==> config.mk <==
export PLATFORM = sky130hd
export DESIGN_NAME = rfz_regfile
export DESIGN_NICKNAME = d
export VERILOG_FILES = /design/src/rtl/rfz_pkg.sv /design/src/rtl/rfz_wr_front.sv /design/src/rtl/rfz_array.sv /design/src/rtl/rfz_rd_port.sv /design/src/rtl/rfz_regfile.sv
export SDC_FILE = /design/constraint.sdc
export NUM_CORES = 1
export LEC_CHECK = 0
export ABC_AREA = 1
export BUFFER_PORTS_ARGS = -buffer_cell sky130_fd_sc_hd__buf_2
export CAP_MARGIN = 20
export CORE_UTILIZATION = 35
export CTS_BUF_LIST = sky130_fd_sc_hd__clkbuf_8
export DETAILED_ROUTE_END_ITERATION = 12
export PLACE_DENSITY = 0.57
export SLEW_MARGIN = 20
export SYNTH_ARGS = -nofsm -noshare
export SYNTH_HDL_FRONTEND = slang
export SYNTH_SLANG_ARGS = --single-unit
export TNS_END_PERCENT = 30
==> constraint.sdc <==
create_clock -name clk -period 1.6 [get_ports clk]
set_input_delay 0.32 -clock clk [delete_from_list [all_inputs] [get_ports clk]]
set_output_delay 0.32 -clock clk [all_outputs]
set_load 0.1 [all_outputs]
==> src/rtl/rfz_pkg.sv <==
package rfz_pkg;
  typedef enum logic {
    SRC_A = 1'b0,
    SRC_B = 1'b1
  } wsrc_e;

  function automatic logic [1023:0] pick_src(input wsrc_e src,
                                             input logic [1023:0] a,
                                             input logic [1023:0] b);
    return (src == SRC_B) ? b : a;
  endfunction
endpackage

==> src/rtl/rfz_wr_front.sv <==
module rfz_wr_front #(
  parameter int WORDS     = 8,
  parameter int WIDTH     = 32,
  parameter bit ZERO_WORD = 1'b1,
  localparam int AW       = $clog2(WORDS)
) (
  input  logic                    sel,
  input  logic                    we,
  input  logic [AW-1:0]           waddr,
  input  logic [WIDTH-1:0]        din_a,
  input  logic [WIDTH-1:0]        din_b,
  output logic [WORDS-1:0]        word_we,
  output logic [WIDTH-1:0]        wdata
);
  import rfz_pkg::*;

  wsrc_e src;
  logic [1023:0] wide_a, wide_b, wide_q;

  always_comb begin
    src    = sel ? SRC_B : SRC_A;
    wide_a = '0;
    wide_b = '0;
    wide_a[WIDTH-1:0] = din_a;
    wide_b[WIDTH-1:0] = din_b;
    wide_q = pick_src(src, wide_a, wide_b);
    wdata  = wide_q[WIDTH-1:0];
  end

  for (genvar i = 0; i < WORDS; i++) begin : g_dec
    if (ZERO_WORD && i == 0) begin : g_masked
      assign word_we[i] = 1'b0;
    end else begin : g_live
      assign word_we[i] = we && (waddr == AW'(i));
    end
  end
endmodule

==> src/rtl/rfz_array.sv <==
module rfz_array #(
  parameter int WORDS     = 8,
  parameter int WIDTH     = 32,
  parameter bit ZERO_WORD = 1'b1
) (
  input  logic                        clk,
  input  logic [WORDS-1:0]            word_we,
  input  logic [WIDTH-1:0]            wdata,
  output logic [WORDS-1:0][WIDTH-1:0] words
);
  for (genvar i = 0; i < WORDS; i++) begin : g_word
    if (ZERO_WORD && i == 0) begin : g_const
      assign words[i] = '0;
    end else begin : g_store
      logic [WIDTH-1:0] word_q, word_d;

      always_comb begin
        word_d = word_q;
        if (word_we[i]) word_d = wdata;
      end

      always_ff @(posedge clk) begin
        word_q <= word_d;
      end

      assign words[i] = word_q;
    end
  end
endmodule

==> src/rtl/rfz_rd_port.sv <==
module rfz_rd_port #(
  parameter int WORDS = 8,
  parameter int WIDTH = 32,
  localparam int AW   = $clog2(WORDS)
) (
  input  logic                        clk,
  input  logic                        rst_n,
  input  logic                        re,
  input  logic [AW-1:0]               raddr,
  input  logic [WORDS-1:0][WIDTH-1:0] words,
  output logic [WIDTH-1:0]            dout
);
  logic [WIDTH-1:0] sel_word;
  logic [WIDTH-1:0] hold_q, hold_d;

  always_comb begin
    sel_word = words[raddr];
    hold_d   = hold_q;
    if (re) hold_d = sel_word;
  end

  always_ff @(posedge clk or negedge rst_n) begin
    if (!rst_n) hold_q <= '0;
    else        hold_q <= hold_d;
  end

  assign dout = re ? sel_word : hold_q;
endmodule

==> src/rtl/rfz_regfile.sv <==
module rfz_regfile #(
  parameter int WORDS     = 8,
  parameter int WIDTH     = 32,
  parameter bit ZERO_WORD = 1'b1,
  localparam int AW       = $clog2(WORDS)
) (
  input  logic             clk,
  input  logic             rst_n,
  input  logic             wr_sel,
  input  logic             wr_en,
  input  logic             rd_en,
  input  logic [AW-1:0]    rd_addr,
  input  logic [AW-1:0]    wr_addr,
  input  logic [WIDTH-1:0] wr_data_a,
  input  logic [WIDTH-1:0] wr_data_b,
  output logic [WIDTH-1:0] rd_data
);
  logic [WORDS-1:0]            word_we;
  logic [WIDTH-1:0]            wdata;
  logic [WORDS-1:0][WIDTH-1:0] words;

  rfz_wr_front #(.WORDS(WORDS), .WIDTH(WIDTH), .ZERO_WORD(ZERO_WORD)) u_front (
    .sel     (wr_sel),
    .we      (wr_en),
    .waddr   (wr_addr),
    .din_a   (wr_data_a),
    .din_b   (wr_data_b),
    .word_we (word_we),
    .wdata   (wdata)
  );

  rfz_array #(.WORDS(WORDS), .WIDTH(WIDTH), .ZERO_WORD(ZERO_WORD)) u_array (
    .clk     (clk),
    .word_we (word_we),
    .wdata   (wdata),
    .words   (words)
  );

  rfz_rd_port #(.WORDS(WORDS), .WIDTH(WIDTH)) u_rd (
    .clk   (clk),
    .rst_n (rst_n),
    .re    (rd_en),
    .raddr (rd_addr),
    .words (words),
    .dout  (rd_data)
  );
endmodule

==> flow_summary.yaml <==
run_status:
  status: "finished with violations"
  violations: "setup timing"
final_layout:
  area_growth_pct: 26.9
  drive_above_1_share: 0.251
  finish.utilization: 0.456
  stdcell_count: 1562
  final_cell_mix: "351 x nand2_1, 224 x edfxtp_1, 111 x nand3_1"
  mostFrequentLayoutCell: "nand2_1"
  final_area_sq_um: 13700
  fillerInstances: 2726
  final_nets: 1217
  antenna_cells: 0
pwr:
  p_total_mw: 15.2
  irDropWorstVdd_mv: 0.490
  power.leakage_nw: 5.72
  powerDensity_nw_per_um2: 1110
sta:
  finalCritPeriodShare: 1.18
  rsz0062_at_grt: "true"
  fmax_mhz: 530
  hold-worst-slack_ns: 0.194
  final.setup.tns_ns: -6.73
  finalHoldViolCount: 0
  slew_headroom: 0.685
  worst_pin_slew_ns: 0.473
  setup_viol: 32
  slew_viol_final: 0
  post-route-min-period_ns: 1.89
  fin_ws_ns: -0.287
  skew_ns: 0.0105
synthesis:
  seq_area_frac_synth: 0.697
  synth_area_per_cell_sq_um: 10.8
  syn-cell-area_sq_um: 10800
  syn_nets: 1076
  synth-seq-cells: 256
  syn-instance-count: 1001
  ys_warn_count: 0
  post_synth_num_cell_types: 16
floorplan:
  dieArea_sq_um: 31600
  rows: 63
  core_area_sq_um: 30000
  die_x_microns: 178
  io_pins: 107
  initial_core_util: 0.360
  fp.dieH_microns: 178
cts:
  h-tree-depth: 2
  cts_tree: "built"
  clock_latency_ns: 0.52
  numCtsBuffers: 42
  clk_pin_slew_worst_paths_ns: 0.06
  clockBufferDepth: 3
  cts_sinks: 256
  cts-root-buf: "clkbuf_8"
worst_setup_path:
  critPathKind: "reg -> out"
  required_ns: 1.28
  cp.arrival_ns: 1.57
  cp-start-kind: "register"
  cp-end-kind: "output port"
  critPathMaxFanout: 2
route:
  dr.first_iter.drc_count: 360
  viasPerCell: 4.52
  vias: 7063
  routedWlPerCell_microns: 15.1
  drc: 0
  dr.pass1.iters: 5
  antenna_left: 0
  wl_microns: 23600
hold_path:
  holdCritPathClass: "in -> reg"
job:
  max-cap-violations: 0
global_route:
  track_usage: 0.154
  grt_pass1_vias: 6761
  grt_max_degree: 43
  gr-total-overflow: 0
  grt_pass1_wl_microns: 37000
  antenna_found_initial: 0
placement:
  hpwl_microns: 14100
  finalWeightedCongestion: 0.728
  postPlaceCellArea_sq_um: 12800
  dp_slack_ns: -0.258
  dp.cells: 1485
  port_buffers: 106
-- where the power goes --
group	internal (mW)	switching [mW]
logic	0.875	1.64
registers	7.62	0.0642
clock network	2.62	2.38
total	11.1	4.08
-- critical path, cell delays in order, from the launching register on --
cell      delay (ns)
edfxtp_1        0.36
nand2_1         0.07
nor2_1          0.04
nor2_1          0.13
nand2_1         0.08
nand3_2         0.10
nand2_2         0.08
buf_12          0.17
-- layout make-up --
type	instances	area, sq um	share of cell area
clock buffers	46	633	0.0462
multi-input cells	620	2980	0.217
well taps	390	488	0.0356
clock inverters	28	110	0.00803
flip-flops and latches	256	7530	0.549
repair buffers	153	1710	0.125
inverters	69	260	0.0190
-- Yosys cell counts --
master,instances,share of area
clkbuf_1,13,0.0045
or2_2,1,0.00058
buf_6,1,0.0010
buf_4,10,0.0069
dfrtp_1,32,0.074
buf_1,7,0.0024
nand2_1,388,0.13
buf_2,25,0.012
nor3_1,1,0.00046
mux2_1,2,0.0021
inv_2,1,0.00035
edfxtp_1,224,0.62
nor2_1,70,0.024
mux2_2,30,0.031
nand3_1,128,0.059
inv_1,68,0.024
-- path summary, 6_finish.rpt --
check                                                                from                                            end  slack, ns  cells after the start
max                        u_array.g_word[1].g_store.word_q[11]$_DFFE_PP_                                    rd_data[11]      -0.29                      7
min                                                          wr_data_a[3]  u_array.g_word[5].g_store.word_q[3]$_DFFE_PP_       0.19                      2
max reg2reg                u_array.g_word[7].g_store.word_q[21]$_DFFE_PP_                      u_rd.hold_q[21]$_DFF_PN0_       0.56                      7
min reg2reg                                     u_rd.hold_q[20]$_DFF_PN0_                      u_rd.hold_q[20]$_DFF_PN0_       0.51                      2
max in group asynchronous                                           rst_n                      u_rd.hold_q[21]$_DFF_PN0_       0.88                      3
min in group asynchronous                                           rst_n                       u_rd.hold_q[4]$_DFF_PN0_       0.37                      3
-- cells by family (layout without fill, tap and decap cells) --
kind of cell  after synthesis  in the layout  synth area share
buf+inv                   125            296            0.0505
flops                     256            256             0.697
mux                        32             32            0.0334
simple gates              588            588             0.219
-- per-layer routing --
metal | track usage | wire (microns) | vias to the layer above
met3 | 0.0283 | 936 | 28
met5 | 0 | 0 | -
li1 | - | - | 3590
met1 | 0.205 | 10900 | 3298
met2 | 0.257 | 11400 | 147
met4 | 0.0459 | 343 | 0
-- flip-flops by register name, indices dropped and copies added (netlist names) --
signal,flops
u_array.g_word.g_store.word_q,224
u_rd.hold_q,32
-- what timing repair did --
| item | CTS | global route |
|---|---|---|
| endpoints found under the hold margin | 32 | 0 |
| cloned | 0 | 0 |
| pin swaps | 16 | 32 |
| hold buffers | 1 | 0 |
| resized for setup | 15 | 7 |
| setup endpoints to repair | 32 | 32 |
| setup buffers | 0 | 2 |
Power figures use the tool's default switching activity.
